<file path="src/rtl/bypass_pkg.sv">
package bypass_pkg;
  parameter int unsigned XLEN      = 32;
  parameter int unsigned REG_IDX_W = 5;
  parameter int unsigned NUM_SRC   = 2;
  localparam int unsigned NUM_REGS = 1 << REG_IDX_W;

  typedef logic [XLEN-1:0]      word_t;
  typedef logic [REG_IDX_W-1:0] ridx_t;

  typedef enum logic {
    OP_FROM_RF = 1'b0,
    OP_FROM_WB = 1'b1
  } op_src_e;
endpackage

</file>
<file path="src/rtl/bypass_wb_sel.sv">
module bypass_wb_sel #(
  parameter int unsigned XLEN = 32
) (
  input  logic            is_load_i,
  input  logic [XLEN-1:0] alu_res_i,
  input  logic [XLEN-1:0] mem_rdata_i,
  output logic [XLEN-1:0] wb_value_o
);
  // single mux: load data and ALU result share one forward path
  always_comb begin
    wb_value_o = is_load_i ? mem_rdata_i : alu_res_i;
  end
endmodule

</file>
<file path="src/rtl/bypass_regfile.sv">
module bypass_regfile #(
  parameter int unsigned XLEN   = 32,
  parameter int unsigned IDX_W  = 5,
  parameter int unsigned NUM_RD = 2
) (
  input  logic                           clk_i,
  input  logic                           rst_ni,
  input  logic                           we_i,
  input  logic [IDX_W-1:0]               waddr_i,
  input  logic [XLEN-1:0]                wdata_i,
  input  logic [NUM_RD-1:0][IDX_W-1:0]   raddr_i,
  output logic [NUM_RD-1:0][XLEN-1:0]    rdata_o
);
  localparam int unsigned NREGS = 1 << IDX_W;

  logic [XLEN-1:0] rf_word [NREGS];

  // entry 0 is hardwired to zero
  assign rf_word[0] = '0;

  for (genvar g = 1; g < NREGS; g++) begin : g_reg
    logic [XLEN-1:0] q;
    logic            sel;
    assign sel = we_i && (waddr_i == IDX_W'(g));
    always_ff @(posedge clk_i or negedge rst_ni) begin
      if (!rst_ni)  q <= '0;
      else if (sel) q <= wdata_i;
    end
    assign rf_word[g] = q;
  end

  for (genvar p = 0; p < NUM_RD; p++) begin : g_rd
    assign rdata_o[p] = rf_word[raddr_i[p]];
  end
endmodule

</file>
<file path="src/rtl/bypass_match.sv">
module bypass_match #(
  parameter int unsigned IDX_W = 5
) (
  input  logic             commit_i,
  input  logic [IDX_W-1:0] wb_rd_i,
  input  logic [IDX_W-1:0] src_idx_i,
  output bypass_pkg::op_src_e src_o
);
  import bypass_pkg::*;
  always_comb begin
    src_o = (commit_i && (wb_rd_i == src_idx_i)) ? OP_FROM_WB : OP_FROM_RF;
  end
endmodule

</file>
<file path="src/rtl/wb_ex_bypass.sv">
module wb_ex_bypass #(
  parameter int unsigned XLEN      = bypass_pkg::XLEN,
  parameter int unsigned REG_IDX_W = bypass_pkg::REG_IDX_W
) (
  input  logic                 clk_i,
  input  logic                 rst_ni,
  input  logic [REG_IDX_W-1:0] ex_rs1_idx_i,
  input  logic [REG_IDX_W-1:0] ex_rs2_idx_i,
  input  logic                 wb_valid_i,
  input  logic                 wb_we_i,
  input  logic [REG_IDX_W-1:0] wb_rd_idx_i,
  input  logic                 wb_is_load_i,
  input  logic [XLEN-1:0]      wb_alu_res_i,
  input  logic [XLEN-1:0]      wb_mem_rdata_i,
  output logic [XLEN-1:0]      ex_op1_o,
  output logic [XLEN-1:0]      ex_op2_o,
  output logic                 ex_fwd1_o,
  output logic                 ex_fwd2_o
);
  import bypass_pkg::*;
  localparam int unsigned NSRC = NUM_SRC;

  logic                              wb_commit;
  logic [XLEN-1:0]                   wb_value;
  logic [NSRC-1:0][REG_IDX_W-1:0]    src_idx;
  logic [NSRC-1:0][XLEN-1:0]         rf_rdata;
  logic [NSRC-1:0][XLEN-1:0]         op_val;
  logic [NSRC-1:0]                   op_fwd;

  // killed slots, non-writers and x0 destinations are excluded once here
  assign wb_commit  = wb_valid_i && wb_we_i && (wb_rd_idx_i != '0);
  assign src_idx[0] = ex_rs1_idx_i;
  assign src_idx[1] = ex_rs2_idx_i;

  bypass_wb_sel #(.XLEN(XLEN)) u_wb_sel (
    .is_load_i   (wb_is_load_i),
    .alu_res_i   (wb_alu_res_i),
    .mem_rdata_i (wb_mem_rdata_i),
    .wb_value_o  (wb_value)
  );

  bypass_regfile #(.XLEN(XLEN), .IDX_W(REG_IDX_W), .NUM_RD(NSRC)) u_rf (
    .clk_i   (clk_i),
    .rst_ni  (rst_ni),
    .we_i    (wb_commit),
    .waddr_i (wb_rd_idx_i),
    .wdata_i (wb_value),
    .raddr_i (src_idx),
    .rdata_o (rf_rdata)
  );

  for (genvar s = 0; s < NSRC; s++) begin : g_src
    op_src_e sel;
    bypass_match #(.IDX_W(REG_IDX_W)) u_match (
      .commit_i  (wb_commit),
      .wb_rd_i   (wb_rd_idx_i),
      .src_idx_i (src_idx[s]),
      .src_o     (sel)
    );
    assign op_fwd[s] = (sel == OP_FROM_WB);
    assign op_val[s] = op_fwd[s] ? wb_value : rf_rdata[s];
  end

  assign ex_op1_o  = op_val[0];
  assign ex_op2_o  = op_val[1];
  assign ex_fwd1_o = op_fwd[0];
  assign ex_fwd2_o = op_fwd[1];
endmodule

</file>
<file path="config.mk">
export PLATFORM = sky130hd
export DESIGN_NAME = wb_ex_bypass
export DESIGN_NICKNAME = d
export VERILOG_FILES = /design/src/rtl/bypass_pkg.sv /design/src/rtl/bypass_wb_sel.sv /design/src/rtl/bypass_regfile.sv /design/src/rtl/bypass_match.sv /design/src/rtl/wb_ex_bypass.sv
export SDC_FILE = /design/constraint.sdc
export NUM_CORES = 2
export LEC_CHECK = 0
export BUFFER_PORTS_ARGS = -buffer_cell sky130_fd_sc_hd__buf_2
export CAP_MARGIN = 30
export CORE_MARGIN = 5
export CORE_UTILIZATION = 63
export CTS_CLUSTER_SIZE = 40
export DETAILED_ROUTE_END_ITERATION = 6
export GPL_ROUTABILITY_DRIVEN = 0
export PLACE_DENSITY = 0.82
export SLEW_MARGIN = 20
export SYNTH_ARGS = -nofsm -noshare
export SYNTH_HDL_FRONTEND = slang
export SYNTH_HIERARCHICAL = 1
export SYNTH_SLANG_ARGS = --single-unit
</file>
<file path="constraint.sdc">
create_clock -name clk_i -period 4.1 [get_ports clk_i]
set_input_delay 0.82 -clock clk_i [delete_from_list [all_inputs] [get_ports clk_i]]
set_output_delay 0.82 -clock clk_i [all_outputs]
set_load 0.005 [all_outputs]
</file>
# == Word-level counts from Yosys, hierarchy flattened ==
# Index checks and enable logic that the tools add are counted.
# word_totals
ff_bits,992
latchBits,0
ram_bits,0
rom_bits,0
in_bits,84
out_inout_bits,66
wordCells,115
mem_count,0
# classes
addsub,0
multipliers,0
n_div,0
magnitude_cmp,2
eq_ne,33
shift,0
muxes,11
bitwise,2
reduce_logical,36
# op_table
cell,n
$bmux W32 S5,2
$mux W32,7
$eq A5 B5 Y1 const B,16
$eq A5 B4 Y1 const B,8
$logic_and A1 B1 Y1,35
$eq A5 B3 Y1 const B,4
$ge A6 B6 Y1 const B,2
$not A5 Y6,2
$eq A5 B2 Y1 const B,2
$eq A5 B5 Y1,2
$eq A5 B1 Y1 const B,1
$reduce_bool A5 Y1,1
$mux W1,2

# == Logic depth before layout (Yosys ltp) ==
# depth
ltp_word,5
mapped_depth,10
ltp_nobuf,6

# == Hierarchy ==
# The synthesis kept the hierarchy.
# modules_own_cells
mod,n_inst,cells_each,area_per_inst_um2
bypass_regfile,1,3639,53194.8
wb_ex_bypass,1,74,823.3
bypass_wb_sel,1,36,544.3
bypass_match,2,7,56.3

# == Worst setup path after synthesis ==
# OpenSTA, ideal clock, no wires.
# synth_path
path_kind,input to output
start,input port ex_rs2_idx_i[0]
end,output port ex_op2_o[10]
t_arrival_ns,2.608
slack_ns,0.672
path_stages,8
n_path_buf,3
cell_sequence,buf_2 buf_6 buf_2 mux4_2 a22o_1 o21ai_1 o31ai_1 mux2_4
# synth_rtl
item,line,rtl
"start, declared",wb_ex_bypass.sv:8,"input logic [REG_IDX_W-1:0] ex_rs2_idx_i,"
"end, declared",wb_ex_bypass.sv:16,"output logic [XLEN-1:0] ex_op2_o,"

==> metrics.txt <==
final setup fails=1; violated checks=negative setup slack; Post-CTS Hold Fix Bufs=0; Syn Std Cell Area=54700 sq um; initial antenna violation count=2; syn nets=3847; Cells after DPL=4879; Pre-Repair DR Iteration Count=5; RSZ-0062 raised after global routing=false; Clock Tree Buf Depth=3; Synth Flop Type=dfrtp_1; Largest regs=u_rf/g.q: 992 flops; largest reg by FF count=u_rf/g.q; slew margin rel.=0.397; Power Density=438 nW/um^2; crit path time final=4.12 ns; maxcap violations=0; die height=305 microns; Antenna Violating Nets Remaining=0; CTS Sinks=992; largest stage delay on the critical path=0.64 ns; final worst path period share=1.00; Syn-to-layout area delta=12.1%; largest net degree at the start of global routing=124; CTS tree=done; final std cells w/o fill=5062; post-synthesis instance total=3763; final setup margin=-0.0183 ns; leakage=27.9 nW; Critical Path RT=3.28 ns; worst path arrival time=3.30 ns; core footprint=86500 sq um; Final Hold Vio Count=0; Slowest-stage cell, CP=o31ai_1; Fmax=243 MHz; Remaining Overflow, GRT=0; post-synthesis sequential area ratio=0.454; FF-to-FF Start=u_rf/g_reg[20].q[24]; syn_area_per_cell=14.5 sq um; Setup crit end kind=primary output; NumNets Final=3913; unique cell type count in the Yosys netlist=39; status=finished, violations left; DRT iter0 DRCs=3878; Seq cells post-synth=992; Critical Path Source Type=primary input; I/O pin count=150; Initial Utilization=0.632; clk_skew=0 ns; vias in the first global route=39400; die width=305 microns; post-detail-place hpwl=100000 microns; Avg WL per Cell=32.7 microns; via/cell ratio=7.35; first-pass GRT wire length=249000 microns; Final Util=0.709; detailed-route via count=37200; Max Slew Vio Count=0; Top cell by count, worst path=buf_12; Slew @ Worst Pin=0.903 ns; Rows=108; root buffer cell=clkbuf_16; Worst Hold Class=primary input to asynchronous set/reset pin; VDD IR max=0.340 mV; cts bufs inserted=102; CP max FO=30; PortBufs=149; share of layout cells above drive strength 1=0.531; Async SR Flop Fraction=1.00; Clock Latency Late Sink=0.66 ns; Tot GR Track Use=0.353; critical path type=primary input to primary output; worst path cell trace=buf_8 > buf_12 > nand2_2 > buf_12 > o22ai_1 > a211oi_1 > buf_4 > o31ai_1 > mux2_2 > buf_2; Post-synth EDFFs=0; crit path from=ex_rs2_idx_i[2]; H-tree Lvls=3; Ys Warns=6; DR DRC count=0; setup tns final=-0.0183 ns; Post-CTS Setup Bufs=0; max FFs per register=992; clk slew on worst S/H paths=0.06 ns; wirelength, routed=165000 microns; post-CTS resize count=0; Setup WS pre-CTS=0.138 ns; die area=92800 sq um
-- logic make-up after synthesis --
kind of cell,share of synthesized area
flip-flops,0.454
XOR/XNOR,0.00160
multiplexers,0.427
buffers and inverters,0.0376
AO/OA/AOI/OAI,0.0617
AND/OR/NAND/NOR,0.0182
-- worst max-delay path: cells and delay by family --
family | cells | cell delay (ns)
compound gates | 3 | 0.93
simple gates | 1 | 0.11
mux | 1 | 0.33
buf+inv | 5 | 1.00
-- routing by layer --
layer	global-route usage	vias up	part of all wire
met5	0	-	0.000079
met4	0.182	2	0.059
met3	0.0921	631	0.12
met2	0.540	2417	0.46
met1	0.473	19500	0.37
li1	-	14700	-
-- final timing paths --
check                                        to  slack (ns)  cells after the start
setup / recovery                   ex_op2_o[13]       -0.02                     10
hold / removal              u_rf/g_reg[27].q[1]        0.22                      1
setup reg to reg           u_rf/g_reg[20].q[24]        3.26                      1
hold reg to reg            u_rf/g_reg[20].q[25]        0.51                      1
max in group asynchronous  u_rf/g_reg[17].q[15]        2.65                      3
min in group clk_i         u_rf/g_reg[20].q[25]        0.51                      1
-- cell type report --
type	count	area [sq um]
Inverter	2	8.76
Sequential cell	992	24800
Clock buffer	150	3000
Multi-Input combinational cell	2349	28000
Clock inverter	31	394
Tap cell	1155	1450
Fill cell	5554	25200
Timing Repair Buffer	382	3580
Antenna cell	1	2.50
-- power breakdown --
group / switching (W) / leakage, nW / internal [W]
combinational: 0.00223 / 13.1 / 0.00290
clock: 0.00394 / 1.66 / 0.00554
sequential: 0.00106 / 13.2 / 0.0112
total: 0.00723 / 27.9 / 0.0196
-- synthesized netlist by cell type, types with 16 or more instances --
| master | n | area share |
|---|---|---|
| a211oi_1 | 64 | 0.0088 |
| a22o_1 | 192 | 0.031 |
| and2_1 | 34 | 0.0039 |
| and3_1 | 34 | 0.0039 |
| buf_1 | 16 | 0.0011 |
| buf_2 | 140 | 0.013 |
| buf_4 | 28 | 0.0038 |
| buf_6 | 16 | 0.0033 |
| clkbuf_1 | 212 | 0.015 |
| dfrtp_1 | 992 | 0.45 |
| mux2_1 | 49 | 0.010 |
| mux2_2 | 1072 | 0.22 |
| mux2_4 | 31 | 0.0085 |
| mux2i_1 | 160 | 0.029 |
| mux4_2 | 384 | 0.16 |
| nand2_1 | 79 | 0.0054 |
| o21ai_1 | 64 | 0.0059 |
| o22ai_1 | 64 | 0.0073 |
| o31ai_1 | 64 | 0.0088 |
-- through the flow --
| step | instance area, sq um | power, W | hold WS [ns] |
|---|---|---|---|
| floorplan | 54700 | 0.0156 | 0.471 |
| CTS | 61300 | 0.0268 | 0.209 |
| detailed placement | 57900 | 0.0174 | 0.499 |
| global route | 61300 | 0.0278 | 0.253 |
| global placement | 57800 | 0.0171 | 0.489 |
| finish | 61300 | 0.0268 | 0.220 |
-- layout by cell type (no fill, tap or decap), types with 2 or more instances in the layout --
| cell | synthesis | layout |
|---|---|---|
| o22ai_1 | 64 | 64 |
| nor2b_4 | 0 | 8 |
| nand4b_1 | 3 | 3 |
| xor2_1 | 8 | 8 |
| mux2i_1 | 160 | 160 |
| inv_6 | 0 | 3 |
| and2_2 | 0 | 2 |
| and3_2 | 0 | 2 |
| nor3_1 | 3 | 2 |
| buf_4 | 28 | 158 |
| mux2_1 | 49 | 49 |
| or3_2 | 0 | 3 |
| clkbuf_1 | 212 | 24 |
| nor2_4 | 0 | 14 |
| mux4_2 | 384 | 384 |
| nand2b_2 | 0 | 2 |
| xnor2_1 | 2 | 2 |
| o21ai_1 | 64 | 64 |
| mux2_4 | 31 | 31 |
| a22o_1 | 192 | 192 |
| nand2b_1 | 5 | 3 |
| nor4_1 | 2 | 2 |
| buf_2 | 140 | 138 |
| clkbuf_16 | 0 | 104 |
| nor2b_1 | 10 | 2 |
| mux2_2 | 1072 | 1072 |
| and2_1 | 34 | 32 |
| nand2_2 | 0 | 13 |
| dfrtp_1 | 992 | 992 |
| clkinv_2 | 0 | 14 |
| clkinvlp_4 | 0 | 5 |
| and3_1 | 34 | 32 |
| clkbuf_8 | 2 | 22 |
| a211oi_1 | 64 | 64 |
| buf_12 | 3 | 80 |
| buf_8 | 0 | 5 |
| bufinv_16 | 0 | 8 |
| o31ai_1 | 64 | 64 |
| nand2_1 | 79 | 66 |
Power figures use the tool's default switching activity.
